<file path="config.mk">
export PLATFORM = sky130hd
export DESIGN_NAME = desc_validator
export DESIGN_NICKNAME = d
export VERILOG_FILES = /design/src/rtl/dvs_pkg.sv /design/src/rtl/dv_ctrl.sv /design/src/rtl/dv_datapath.sv /design/src/rtl/desc_validator.sv
export SDC_FILE = /design/constraint.sdc
export NUM_CORES = 1
export LEC_CHECK = 0
export ABC_AREA = 1
export BUFFER_PORTS_ARGS = -buffer_cell sky130_fd_sc_hd__buf_4
export CORE_ASPECT_RATIO = 1.75
export CORE_MARGIN = 1.5
export CORE_UTILIZATION = 52
export CTS_CLUSTER_DIAMETER = 200
export DETAILED_ROUTE_END_ITERATION = 10
export HOLD_SLACK_MARGIN = 0.1
export PLACE_DENSITY_LB_ADDON = 0.15
export SYNTH_ARGS = -nofsm -noshare
export SYNTH_HDL_FRONTEND = slang
export SYNTH_SLANG_ARGS = --single-unit
</file>
<file path="constraint.sdc">
create_clock -name clk -period 1.9 [get_ports clk]
set_input_delay 0 -clock clk [delete_from_list [all_inputs] [get_ports clk]]
set_output_delay 0 -clock clk [all_outputs]
set_load 0.01 [all_outputs]
</file>
<file path="src/rtl/dvs_pkg.sv">
package dvs_pkg;

  typedef enum logic [2:0] {
    S_IDLE,
    S_READ_SIG,
    S_CHECK,
    S_LOAD_MAP,
    S_LOAD_MASTERS,
    S_DONE,
    S_INVALID
  } seqState_t;

  // Strobes from control to datapath
  typedef struct packed {
    logic reqOn;   // a byte request is being presented
    logic commit;  // write the finished word into the selected register
  } dpStrobe_t;

  localparam logic [31:0] DESC_SIG = 32'h0FF0A55A;

  // Word slots in fetch order
  localparam int W_SIG  = 0;
  localparam int W_MAP  = 1;
  localparam int W_COMP = 2;
  localparam int W_MST0 = 3;

  // Byte offsets of the words inside the descriptor
  localparam int SIG_OFS  = 16;
  localparam int MAP_OFS  = 20;
  localparam int COMP_OFS = 48;
  localparam int MST_OFS  = 96;

  function automatic int wordOffset(input int w);
    if (w == W_SIG)       return SIG_OFS;
    else if (w == W_MAP)  return MAP_OFS;
    else if (w == W_COMP) return COMP_OFS;
    else                  return MST_OFS + 4 * (w - W_MST0);
  endfunction

endpackage

</file>
<file path="src/rtl/dv_ctrl.sv">
module dv_ctrl
  import dvs_pkg::*;
#(
  parameter int N_MASTERS = 3,
  parameter int WSEL_W    = 3
) (
  input  logic              clk,
  input  logic              rstN,
  input  logic              wordDone,
  input  logic              timedOut,
  input  logic              sigMatch,
  output dpStrobe_t         ctl,
  output logic [WSEL_W-1:0] wordSel,
  output logic              seqDone,
  output logic              descValid
);

  localparam int LAST_W = W_MST0 + N_MASTERS - 1;

  seqState_t         state, stateNext;
  logic [WSEL_W-1:0] wordIdx, wordIdxNext;
  logic              reading;

  always_ff @(posedge clk or negedge rstN) begin
    if (!rstN) begin
      state   <= S_IDLE;
      wordIdx <= '0;
    end else begin
      state   <= stateNext;
      wordIdx <= wordIdxNext;
    end
  end

  always_comb begin
    reading = (state == S_READ_SIG) || (state == S_LOAD_MAP) ||
              (state == S_LOAD_MASTERS);
    ctl.reqOn  = reading;
    ctl.commit = reading && wordDone;
    wordSel    = wordIdx;
    seqDone    = (state == S_DONE) || (state == S_INVALID);
    descValid  = (state == S_DONE);
  end

  always_comb begin
    stateNext   = state;
    wordIdxNext = wordIdx;
    unique case (state)
      S_IDLE: begin
        stateNext   = S_READ_SIG;
        wordIdxNext = WSEL_W'(W_SIG);
      end
      S_READ_SIG: begin
        if (timedOut)      stateNext = S_INVALID;
        else if (wordDone) stateNext = S_CHECK;
      end
      S_CHECK: begin
        if (sigMatch) begin
          stateNext   = S_LOAD_MAP;
          wordIdxNext = WSEL_W'(W_MAP);
        end else begin
          stateNext = S_INVALID;
        end
      end
      S_LOAD_MAP: begin
        if (timedOut) stateNext = S_INVALID;
        else if (wordDone) begin
          wordIdxNext = wordIdx + WSEL_W'(1);
          if (wordIdx == WSEL_W'(W_COMP)) stateNext = S_LOAD_MASTERS;
        end
      end
      S_LOAD_MASTERS: begin
        if (timedOut) stateNext = S_INVALID;
        else if (wordDone) begin
          if (wordIdx == WSEL_W'(LAST_W)) stateNext = S_DONE;
          else wordIdxNext = wordIdx + WSEL_W'(1);
        end
      end
      S_DONE:    stateNext = S_DONE;
      S_INVALID: stateNext = S_INVALID;
      default:   stateNext = S_INVALID;
    endcase
  end

endmodule

</file>
<file path="src/rtl/dv_datapath.sv">
module dv_datapath
  import dvs_pkg::*;
#(
  parameter int ADDR_W    = 24,
  parameter int TMO_W     = 8,
  parameter int N_MASTERS = 3,
  parameter int WSEL_W    = 3
) (
  input  logic                   clk,
  input  logic                   rstN,
  input  dpStrobe_t              ctl,
  input  logic [WSEL_W-1:0]      wordSel,
  input  logic [TMO_W-1:0]       ackTimeout,
  input  logic                   rdAck,
  input  logic [7:0]             rdData,
  output logic                   rdReq,
  output logic [ADDR_W-1:0]      rdAddr,
  output logic                   wordDone,
  output logic                   timedOut,
  output logic                   sigMatch,
  output logic [31:0]            mapWord,
  output logic [31:0]            compWord,
  output logic [N_MASTERS*32-1:0] mstWords
);

  logic [1:0]        byteCnt;
  logic [TMO_W-1:0]  waitCnt;
  logic [31:0]       asmWord;
  logic [31:0]       nextWord;
  logic [31:0]       sigWord;
  logic [ADDR_W-1:0] baseAddr;

  always_comb begin
    baseAddr = ADDR_W'(wordOffset(int'(wordSel)));
    rdReq    = ctl.reqOn;
    rdAddr   = baseAddr + {{(ADDR_W-2){1'b0}}, byteCnt};
    nextWord = {rdData, asmWord[31:8]};
    wordDone = ctl.reqOn && rdAck && (byteCnt == 2'd3);
    timedOut = ctl.reqOn && !rdAck && (waitCnt == ackTimeout);
    sigMatch = (sigWord == DESC_SIG);
  end

  // Byte sequencing and wait counting
  always_ff @(posedge clk or negedge rstN) begin
    if (!rstN) begin
      byteCnt <= '0;
      waitCnt <= '0;
      asmWord <= '0;
    end else if (ctl.reqOn && rdAck) begin
      asmWord <= nextWord;
      byteCnt <= byteCnt + 2'd1;
      waitCnt <= '0;
    end else if (ctl.reqOn) begin
      waitCnt <= waitCnt + TMO_W'(1);
    end else begin
      byteCnt <= '0;
      waitCnt <= '0;
    end
  end

  // Fixed words
  always_ff @(posedge clk or negedge rstN) begin
    if (!rstN) begin
      sigWord  <= '0;
      mapWord  <= '0;
      compWord <= '0;
    end else if (ctl.commit) begin
      if (wordSel == WSEL_W'(W_SIG))  sigWord  <= nextWord;
      if (wordSel == WSEL_W'(W_MAP))  mapWord  <= nextWord;
      if (wordSel == WSEL_W'(W_COMP)) compWord <= nextWord;
    end
  end

  // One permission register per master
  for (genvar g = 0; g < N_MASTERS; g++) begin : gMst
    always_ff @(posedge clk or negedge rstN) begin
      if (!rstN) begin
        mstWords[32*g +: 32] <= '0;
      end else if (ctl.commit && (wordSel == WSEL_W'(W_MST0 + g))) begin
        mstWords[32*g +: 32] <= nextWord;
      end
    end
  end

endmodule

</file>
<file path="src/rtl/desc_validator.sv">
module desc_validator
  import dvs_pkg::*;
#(
  parameter int ADDR_W    = 24,
  parameter int TMO_W     = 8,
  parameter int N_MASTERS = 3
) (
  input  logic                    clk,
  input  logic                    rstN,
  input  logic [TMO_W-1:0]        ackTimeout,
  input  logic                    forceOpen,
  output logic                    rdReq,
  output logic [ADDR_W-1:0]       rdAddr,
  input  logic                    rdAck,
  input  logic [7:0]              rdData,
  output logic                    seqDone,
  output logic                    descValid,
  output logic                    decodeEn,
  output logic [31:0]             regionMap,
  output logic [31:0]             compCfg,
  output logic [N_MASTERS*32-1:0] masterPerm
);

  localparam int WSEL_W = $clog2(W_MST0 + N_MASTERS);

  dpStrobe_t              ctl;
  logic [WSEL_W-1:0]      wordSel;
  logic                   wordDone, timedOut, sigMatch;
  logic [31:0]            mapWord, compWord;
  logic [N_MASTERS*32-1:0] mstWords;

  dv_ctrl #(.N_MASTERS(N_MASTERS), .WSEL_W(WSEL_W)) uCtrl (
    .clk(clk), .rstN(rstN), .wordDone(wordDone), .timedOut(timedOut),
    .sigMatch(sigMatch), .ctl(ctl), .wordSel(wordSel),
    .seqDone(seqDone), .descValid(descValid)
  );

  dv_datapath #(.ADDR_W(ADDR_W), .TMO_W(TMO_W), .N_MASTERS(N_MASTERS),
                .WSEL_W(WSEL_W)) uDp (
    .clk(clk), .rstN(rstN), .ctl(ctl), .wordSel(wordSel),
    .ackTimeout(ackTimeout), .rdAck(rdAck), .rdData(rdData),
    .rdReq(rdReq), .rdAddr(rdAddr), .wordDone(wordDone),
    .timedOut(timedOut), .sigMatch(sigMatch), .mapWord(mapWord),
    .compWord(compWord), .mstWords(mstWords)
  );

  always_comb begin
    decodeEn  = seqDone && (descValid || forceOpen);
    regionMap = descValid ? mapWord  : '0;
    compCfg   = descValid ? compWord : '0;
    if (seqDone && forceOpen) masterPerm = '1;
    else if (descValid)       masterPerm = mstWords;
    else                      masterPerm = '0;
  end

endmodule

</file>
# == Word level (Yosys, flattened, before mapping) ==
# Index checks and enable logic that the tools add are counted.
# word_totals
ff_bits,240
out_inout_bits,188
word_cells,97
# op_classes
addsub,6
eq_ne,28
mux,28
reduce_logical,24
# op_table
operator,count
$mux W96,2
$mux W24,3
$mux W32,2
$mux W3,15
$eq A32 B28 Y1 const B,1
$add A24 B2 Y24,1
$eq A3 B3 Y1 const B,6
$pmux W3 S6,1
$mux W8,2
$eq A3 B2 Y1 const B,5
$pmux W3 S4,1
$logic_and A1 B1 Y1,10
$add A8 B6 Y9 const A,1
$logic_not A3 Y1,3
$ne A3 B2 Y1 const B,3
$add A8 B1 Y8 const B,1
$eq A8 B8 Y1,1
$ne A2 B2 Y1 const B,4
$reduce_and A7 Y1,1
$eq A3 B1 Y1 const B,2
$ne A2 B1 Y1 const B,3
$ne A3 B3 Y1 const B,2
$reduce_and A2 Y1,3
$reduce_and A5 Y1,1
other kinds (8),12

# == Logic depth before layout (Yosys ltp) ==
# Gate-level depths: netlist (run 1).
# logic_depth
depth_word,8
mapped_depth,10

# == Hierarchy ==
# From an unflattened synthesis (run 1), not the netlist that was laid out.
# hier_totals
cells_unflattened,1317
area_unflattened_um2,11121.9
# modules_own_cells
module,instances,cells_each,area_per_inst_um2,seq_area_each_um2
dv_datapath,1,879,9092.5,5655.4
desc_validator,1,351,1421.4,0.0
dv_ctrl,1,87,608.1,150.1

# == Worst setup path after synthesis (run 1) ==
# No wires, ideal clock.
# synth_timing
path_type,register to register
start,register uCtrl.state[2]
end,register uDp.mstWords[72]
setup_time_ns,0.123
arrival_time_ns,1.456
setup_slack_ns,0.321
stages_incl_launch_ff,10
path_buffers,1
cell_sequence,dfrtp_1 inv_2 nand2_1 nand2_4 nand2_4 nor2_8 nand3_4 buf_2 nand2_1 o21ai_1
# synth_between
elab_chain_cells,7
word_cells_on_any_way,9
# synth_lines
element,line_no,rtl
from (decl),dv_ctrl.sv:20,"seqState_t state, stateNext;"
from (signal assigned),dv_ctrl.sv:29,state <= stateNext;
$eq A3 B1 Y1 / $eq A3 B2 Y1 (equally long branches),dv_ctrl.sv:35,reading = (state == S_READ_SIG) || (state == S_LOAD_MAP) ||
$logic_or A1 B1 Y1,dv_ctrl.sv:35,
$logic_or A1 B1 Y1 *,dv_ctrl.sv:35,
named net rdReq,desc_validator.sv:12,"output logic rdReq,"
$logic_and A1 B1 Y1 (2 in series),dv_datapath.sv:38,wordDone = ctl.reqOn && rdAck && (byteCnt == 2'd3);
$logic_and A1 B1 Y1 *,dv_ctrl.sv:38,ctl.commit = reading && wordDone;
$logic_and A1 B1 Y1 *,dv_datapath.sv:79,end else if (ctl.commit && (wordSel == WSEL_W'(W_MST0 + g))) begin
"to (signal, indexed assignment)",dv_datapath.sv:80,mstWords[32*g +: 32] <= nextWord;
to (decl),dv_datapath.sv:23,output logic [N_MASTERS*32-1:0] mstWords
# Mark *: on every way through the listed nets, which the timed path passes. The rest lies on a longest branch.
# A chain may end at the register's enable or synchronous reset.

# == Final worst setup path (run 1) ==
# layout_timing
start,register uCtrl.state[1]
end,output compCfg[5]
# layout_between
elab_chain_cells,2
# layout_lines
element,line_no,rtl
$eq A3 B3 Y1,dv_ctrl.sv:41,descValid = (state == S_DONE);
$mux W32,desc_validator.sv:50,compCfg = descValid ? compWord : '0;
to (decl),desc_validator.sv:20,"output logic [31:0] compCfg,"
# Every way passes these cells.

==> results.cfg, run 1 <==
[status]
violations = setup timing
status = finished, violations left

[setup_path]
cp_top_family = buffers and inverters
critPathMaxStageDelay_ns = 0.45
worstPathRequired_ns = 1.90
arrival_ns = 1.95
path_class = reg2out
crit_buf_inv = 5
cp_slowest_cell = dfrtp_2
critPathLaunchType = flip-flop
cp_max_fo = 9
worst_setup_path_end_kind = output port
crit_chain = inv_4 -> nand2_4 -> nor2_4 -> buf_12 -> inv_16 -> clkbuf_16 -> nor2_2 -> buf_4

[synthesis]
ys_types = 30
ys.flop_type = dfrtp_1
synth_top_family_by_area = simple AND/OR/NAND/NOR gates
avgSynthCellArea_sq_um = 8.10
synthesis.area_sq_um = 10400
yosys.area_share.simple_pct = 22.8
synth_mux_area_share_pct = 0
ys_warn_count = 0
synthAdderAreaFrac_pct = 0.838
synth_xor_area_share_pct = 0.419
postSynthCellCount = 1290
synth_compound_area_share_pct = 11.3
synth_edf_count = 0
ys_ff_latch = 232
synth-seq-area-share_pct = 55.6
async_flop_share_pct = 100

[floorplan]
core_area_sq_um = 19700
rows = 68
fp.dieW_um = 110
design.die.area_sq_um = 21000
io_pins = 208
initial_core_util_pct = 52.9
die_h_um = 191

[clock_network]
clock-root-buffer = clkbuf_16
clk_pin_slew_ns = 0.07
cts_buffers = 20
clk_latency_ns = 0.50
clock_sinks = 232
cts_tree = yes
clk_path_buf_depth = 3
h-tree-depth = 1

[sta]
fin_crit_ns = 1.95
maxSlewViolCount = 0
rsz0062_at_grt = yes
setup_violations = 110
skew_ns = 0.0176
setup-tns-final_ns = -2.36
timing.fmax_mhz = 513
timing.hold.ws_ns = 0.0547
hold_viol = 0
post-route-period-util_pct = 103
finalWorstSetupSlack_ns = -0.0503

[detailed_routing]
post-route-drc-count = 0
drt-total-wl_um = 30900
drt.antenna.violating_nets = 0
drt_first_iter_violations = 549
routedWlPerCell_um = 17.5
num_vias = 9354
first_pass_iters = 5
vias_per_cell = 5.29

[global_routing]
antenna_found_initial = 0
grt_first_pass_wirelength_um = 44700
track_usage_pct = 27.8
grt_max_degree = 65
overflow = 0
grt_pass1_vias = 8712

[placed_design]
hpwl_um = 17300
io_buffers = 190
gp_congestion = 0.864

[power_and_ir_drop]
irDropWorstVdd_mv = 1.16
p_leak_nw = 7.26
power.density_nw_per_um2 = 1610

[layout]
fillCellCount = 1551
drive_gt1_share_pct = 27.6
antenna_cells = 0
area_delta_synth_final_pct = 37.1
final_net_count = 1540

[worst_hold_path]
hold_path.class = in2reg

[job]
maxCapViolCount = 0
cells by family after synthesis:
logic type / count (synthesis)
other cells: 1
simple gates: 596
flops: 232
compound gates: 233
buf+inv: 216
fa+ha+maj: 7
xor+xnor: 5
state kept, by name, indices dropped and copies added, names as in the netlist:
signal,count
uDp.mstWords,96
uDp.compWord,32
uDp.mapWord,32
uDp.sigWord,32
uDp.asmWord,24
uDp.waitCnt,8
uCtrl.state,3
uCtrl.wordSel,3
uDp.byteCnt,2
cells in the final DEF (no fill, tap or decap), drive strengths merged:
cell type    Yosys  layout
nand3           20      20
and3             1       1
a21oi            7       7
and2             1       1
clkinvlp         0       1
nor3            10      10
dlygate4sd3      0      15
o211ai           1       1
a22o             1       1
a31oi            1       1
inv            130     131
o21bai           1       1
nor3b            1       1
bufinv           0       5
conb             1      17
dfrtp          232     232
nand2          469     470
o21ai          221     221
nor2            93      93
clkbuf          28      32
clkinv           0       1
nand3b           1       1
xnor2            5       5
ha               7       7
o2111ai          1       1
buf             58     248
repair_timing:
action                                 4_1_cts  5_1_grt
setup endpoints to repair                  134      296
gates resized for setup                    107      119
pin swaps                                    8        7
buffers inserted                            12       16
hold buffers                                15        1
endpoints found under the hold margin      300        1
gates cloned                                 6        9
tightest hold or removal path: cells and delay by family:
kind	cells	cell delay [ns]
AND/OR/NAND/NOR	5	0.38
buffers and inverters	1	0.08
XOR/XNOR	1	0.05
path summary, 6_finish.rpt:
path | from | end | slack [ns] | cells past startpoint
worst max-delay path | uCtrl.state[1]$_DFFE_PN0P_ | compCfg[5] | -0.05 | 8
worst min-delay path | ackTimeout[0] | uCtrl.state[0]$_DFFE_PN0P_ | 0.05 | 7
worst max register to register | uCtrl.state[1]$_DFFE_PN0P_ | uDp.mstWords[0]$_DFFE_PN0P_ | -0.03 | 10
worst min register to register | uDp.asmWord[19]$_DFFE_PN0N_ | uDp.asmWord[19]$_DFFE_PN0N_ | 0.49 | 2
max in group asynchronous | rstN | uCtrl.wordSel[0]$_DFFE_PN0P_ | 0.62 | 4
min in group asynchronous | rstN | uDp.waitCnt[5]$_DFF_PN0_ | 0.52 | 3
synth_stat cells (3+ instances only):
cell      count  share of area, %
ha_1          7              0.84
buf_2        37               1.8
a21oi_1       7              0.34
buf_6         3              0.32
nand3_1      18              0.86
nand2_4       6              0.65
dfrtp_1     232                56
inv_1       127               4.6
o21ai_0     148               7.1
clkbuf_1     28               1.0
xnor2_1       5              0.42
nand2_1     463                17
nor2_1       90               3.2
buf_4        18               1.3
inv_2         3              0.11
nor3_1       10              0.48
o21ai_1      73               3.5
per-stage QoR:
step                total power [W]  util [%]  instances  worst slack, ns  cell area (sq um)
floorplan                    0.0114         -       1306            0.321              10500
global placement             0.0150      61.2       1679            0.137              12100
detailed placement           0.0151      61.2       1679           0.0448              12100
CTS                          0.0216      69.0       1745          -0.0908              13600
global route                 0.0243      72.6       1769           -0.116              14300
finish                       0.0231      72.6       1769          -0.0503              14300
per-layer routing:
metal	vias to the layer above	share of wire [%]	wire (um)	track usage (%)
met4	0	2.6	809	6.46
li1	4412	-	-	-
met1	4553	38	11900	35.4
met2	337	53	16500	50.3
met5	-	0	0	0
met3	52	5.6	1750	2.90
report_power, final:
part,internal [W],switching [W]
logic,0.00495,0.00637
registers,0.00629,0.000865
clock network,0.00277,0.00181
final cells by class:
cell class / count / area (sq um) / area share, %
Inverter: 130 / 507 / 3.54
Timing Repair Buffer: 270 / 2700 / 18.8
Clock inverter: 8 / 171 / 1.20
Multi-Input combinational cell: 859 / 4270 / 29.8
Clock buffer: 25 / 561 / 3.91
Sequential cell: 232 / 5810 / 40.6
Tap cell: 245 / 307 / 2.14
Power figures use the tool's default switching activity.
==> inputs of run 2 (changes only) <==
- REMOVE_ABC_BUFFERS: not set -> 1
==> results.cfg, run 2 (synthesis results as in run 1) <==
[clock_network]
clk_pin_slew_ns = 0.06
h-tree-depth = 1
cts_buffers = 21
clock-root-buffer = clkbuf_16
clock_sinks = 232
cts_tree = yes
clk_path_buf_depth = 3
clk_latency_ns = 0.49

[power_and_ir_drop]
power.density_nw_per_um2 = 1600
irDropWorstVdd_mv = 1.17
power_w = 0.0223
p_leak_nw = 7.03

[floorplan]
die_h_um = 191
initial_core_util_pct = 52.9
core_area_sq_um = 19700
design.die.area_sq_um = 21000
io_pins = 208
rows = 68
fp.dieW_um = 110

[status]
status = finished, violations left
violations = setup timing

[setup_path]
arrival_ns = 1.91
worstPathRequired_ns = 1.90
cp_max_fo = 32
critPathLaunchType = flip-flop
path_class = reg2out
worst_setup_path_end_kind = output port

[sta]
post-route-period-util_pct = 100
worstMarginPinSlew_ns = 0.558
hold_viol = 0
maxSlewViolCount = 0
setup_violations = 2
skew_ns = 0.00810
finalWorstSetupSlack_ns = -0.00710
setup-tns-final_ns = -0.0101
fin_crit_ns = 1.91
relSlewSlack_pct = 62.8
timing.fmax_mhz = 524
rsz0062_at_grt = yes

[placed_design]
hpwl_um = 17800
dp_cells = 1681
gp_congestion = 0.866
io_buffers = 190
place_ws_ns = 0.0130

[layout]
final_cell_mix = 406 x nand2_1, 230 x dfrtp_1, 183 x buf_4
final_cells = 1756
final_common_cell = nand2_1
largest_register_ffs = 96
top_register = uDp.mstWords
final_net_count = 1525
antenna_cells = 0
drive_gt1_share_pct = 25.9
area_delta_synth_final_pct = 33.3

[detailed_routing]
post-route-drc-count = 0
num_vias = 9217
drt.antenna.violating_nets = 0
drt-total-wl_um = 30300
first_pass_iters = 5
drt_first_iter_violations = 493
vias_per_cell = 5.25
routedWlPerCell_um = 17.2

[global_routing]
grt_pass1_vias = 8870
grt_first_pass_wirelength_um = 45100
overflow = 0
grt_max_degree = 68
track_usage_pct = 27.8
antenna_found_initial = 0

[job]
maxCapViolCount = 0

[worst_hold_path]
hold_path.class = in2reg
run 2: cell types whose count changed in the layout (fill, tap and decap cells not counted), moves of 3 or more:
cell | before | now
buf_12 | 13 | 16
nor2_4 | 19 | 13
nand2_4 | 23 | 9
nor2_2 | 46 | 26
nand2_2 | 23 | 52
dfrtp_1 | 227 | 230
buf_6 | 39 | 30
nand2_1 | 422 | 406
buf_16 | 9 | 6
nor2_1 | 27 | 53
dfrtp_2 | 5 | 2
run 2: report_power, final:
| part | switching (W) | internal, W | leakage [nW] |
|---|---|---|---|
| registers | 0.000831 | 0.00629 | 3.14 |
| clock network | 0.00184 | 0.00256 | 0.343 |
| logic | 0.00611 | 0.00468 | 3.54 |
run 2: final timing paths:
path                                                  start                      endpoint  slack [ns]  depth (start not counted)
worst max-delay path             uCtrl.state[1]$_DFFE_PN0P_                masterPerm[10]      -0.007                          8
worst min-delay path                          ackTimeout[0]    uCtrl.state[0]$_DFFE_PN0P_        0.12                          7
worst max register to register   uCtrl.state[2]$_DFFE_PN0P_    uCtrl.state[1]$_DFFE_PN0P_        0.06                          8
worst min register to register  uDp.compWord[6]$_DFFE_PN0P_   uDp.compWord[6]$_DFFE_PN0P_        0.48                          2
max in group asynchronous                              rstN  uDp.mstWords[71]$_DFFE_PN0P_        0.38                          4
min in group asynchronous                              rstN  uDp.mstWords[39]$_DFFE_PN0P_        0.60                          3
run 2: metrics by stage:
stage	hold WS (ns)	instance area, sq um	util [%]
final	0.123	13900	70.5
after global routing	0.180	13900	70.5
after CTS	0.105	13400	68.0
after detailed placement	0.00346	12100	61.5
after global placement	0.000227	12100	61.5
after floorplan	-0.296	10000	-
run 2: cell type report:
class	instances	area, sq um
fill	1580	5810
sequential	232	5810
multi-input combinational	858	4120
timing repair buffer	255	2490
clock buffer	27	578
inverter	130	495
tap	245	307
clock inverter	9	129
run 2: critical path, cell delays in order (launching register included):
cell and delay [ns]:
dfrtp_1 0.43, inv_2 0.12, nand2_2 0.08, nor2_4 0.10
buf_12 0.14, buf_12 0.21, nand2_1 0.13, nand2_1 0.09
buf_4 0.11
run 2: what timing repair did:
action / in CTS / in global routing
pin swaps: 3 / 19
endpoints found under the setup margin: 116 / 175
cloned: 7 / 7
hold buffers: 13 / 0
hold endpoints to repair: 297 / 0
gates resized for setup: 40 / 126
setup buffers: 12 / 2
run 2: routing by layer:
layer | global-route usage [%] | vias up | share of wire [%]
met2 | 50.4 | 277 | 54
met4 | 10.7 | 0 | 3.9
met1 | 33.5 | 4475 | 37
met5 | 0 | - | 0
li1 | - | 4388 | -
met3 | 2.67 | 77 | 4.4
==> inputs of run 3 (changes only) <==
- clock period: 1.9 -> 1.8 ns (I/O delays scaled with it)
==> results.cfg, run 3 (synthesis results as in run 1) <==
[status]
status = finished, violations left
violations = setup timing

[sta]
setup-tns-final_ns = -17.19
rsz0062_at_grt = yes
post-route-period-util_pct = 109
hold_viol = 0
timing.fmax_mhz = 510
fin_crit_ns = 1.96
skew_ns = 0.00711
setup_violations = 166
maxSlewViolCount = 0
timing.hold.ws_ns = 0.117
finalWorstSetupSlack_ns = -0.160

[global_routing]
antenna_found_initial = 0
grt_max_degree = 65
overflow = 0
grt_pass1_vias = 8884
track_usage_pct = 29.9
grt_first_pass_wirelength_um = 47500

[floorplan]
initial_core_util_pct = 52.9
design.die.area_sq_um = 21000
io_pins = 208
rows = 68
core_area_sq_um = 19700
die_h_um = 191
fp.dieW_um = 110

[placed_design]
hpwl_um = 17700
dp_cells = 1681
gp_congestion = 0.847
placedInstanceArea_sq_um = 12200
io_buffers = 190

[setup_path]
arrival_ns = 1.96
cp_max_fo = 8
critPathLaunchType = flip-flop
worstPathRequired_ns = 1.80
worst_setup_path_end_kind = output port
path_class = reg2out

[layout]
final_cell_mix = 436 x nand2_1, 229 x dfrtp_1, 156 x buf_4
final_net_count = 1556
multiInputGateArea_sq_um = 4310
largest_register_ffs = 96
final_cells = 1785
utilization_pct = 74.9
fillCellCount = 1411
antenna_cells = 0
top_register = uDp.mstWords
drive_gt1_share_pct = 27.7
area_delta_synth_final_pct = 41.6
regArea_sq_um = 5810
final_area_sq_um = 14800
final_common_cell = nand2_1

[detailed_routing]
drt_first_iter_violations = 679
post-route-drc-count = 0
num_vias = 9700
routedWlPerCell_um = 19.2
drt.antenna.violating_nets = 0
vias_per_cell = 5.43
drt-total-wl_um = 34200
first_pass_iters = 6

[power_and_ir_drop]
power.density_nw_per_um2 = 1700
irDropWorstVdd_mv = 1.52
p_leak_nw = 7.34

[clock_network]
clk_path_buf_depth = 3
clock_sinks = 232
h-tree-depth = 1
clk_latency_ns = 0.49
cts_tree = yes
cts_buffers = 21
clock-root-buffer = clkbuf_16
clk_pin_slew_ns = 0.06

[job]
maxCapViolCount = 0

[worst_hold_path]
hold_path.class = in2reg
## run 3: changes by cell type in the layout (fill, tap and decap cells not counted), moves of 12 or more
cell | before | now
nand2_1 | 406 | 436
buf_4 | 183 | 156
nor2_1 | 53 | 23
buf_16 | 6 | 18
nor2_4 | 13 | 45
nand2_2 | 52 | 21
buf_6 | 30 | 69
## run 3: power breakdown
| group | switching, W | internal (W) |
|---|---|---|
| sequential | 0.000906 | 0.00664 |
| combinational | 0.00738 | 0.00611 |
| clock | 0.00188 | 0.00224 |
| total | 0.0102 | 0.0150 |
## run 3: worst max-delay path: stages (launching register included)
cell and delay, ns:
dfrtp_1 0.41, inv_2 0.13, nand2_4 0.08, nor2_4 0.10
buf_12 0.18, clkinv_16 0.11, buf_16 0.18, nor2_4 0.15
buf_6 0.12
## run 3: timing repair
item / 4_1_cts / 5_1_grt
gates cloned: 13 / 16
hold endpoints to repair: 299 / 0
pin swaps: 6 / 24
hold buffers: 11 / 0
gates resized for setup: 115 / 151
setup buffers: 14 / 16
setup endpoints to repair: 165 / 314
## run 3: worst paths after layout
kind,startpoint,end,slack [ns],depth (start not counted)
setup / recovery,uCtrl.state[1]$_DFFE_PN0P_,regionMap[20],-0.16,8
hold / removal,ackTimeout[3],uCtrl.state[0]$_DFFE_PN0P_,0.12,7
setup reg to reg,uCtrl.state[1]$_DFFE_PN0P_,uDp.mstWords[51]$_DFFE_PN0P_,-0.05,9
hold reg to reg,uDp.compWord[12]$_DFFE_PN0P_,uDp.compWord[12]$_DFFE_PN0P_,0.48,2
max in group asynchronous,rstN,uDp.sigWord[15]$_DFFE_PN0P_,0.59,4
min in group asynchronous,rstN,uDp.mapWord[15]$_DFFE_PN0P_,0.57,3
## run 3: area by class of cell
type	count	area share, %
repair buffers	286	21.9
multi-input cells	858	29.2
clock buffers	30	3.92
flip-flops and latches	232	39.3
clock inverters	4	0.178
well taps	245	2.07
inverters	130	3.53
## run 3: routing by layer
layer	vias to the layer above	global-route usage, %	share of wire, %
met5	-	0	0
met4	0	9.32	5.0
met3	106	2.56	6.1
met2	450	54.6	54
met1	4688	36.7	35
li1	4456	-	-
## run 3: through the flow
stage / setup WS [ns] / total power [W]
after floorplan: -1.93 / 0.0118
after global placement: 0.127 / 0.0159
after detailed placement: 0.0904 / 0.0161
after CTS: -0.102 / 0.0228
after global routing: -0.180 / 0.0265
final: -0.160 / 0.0252
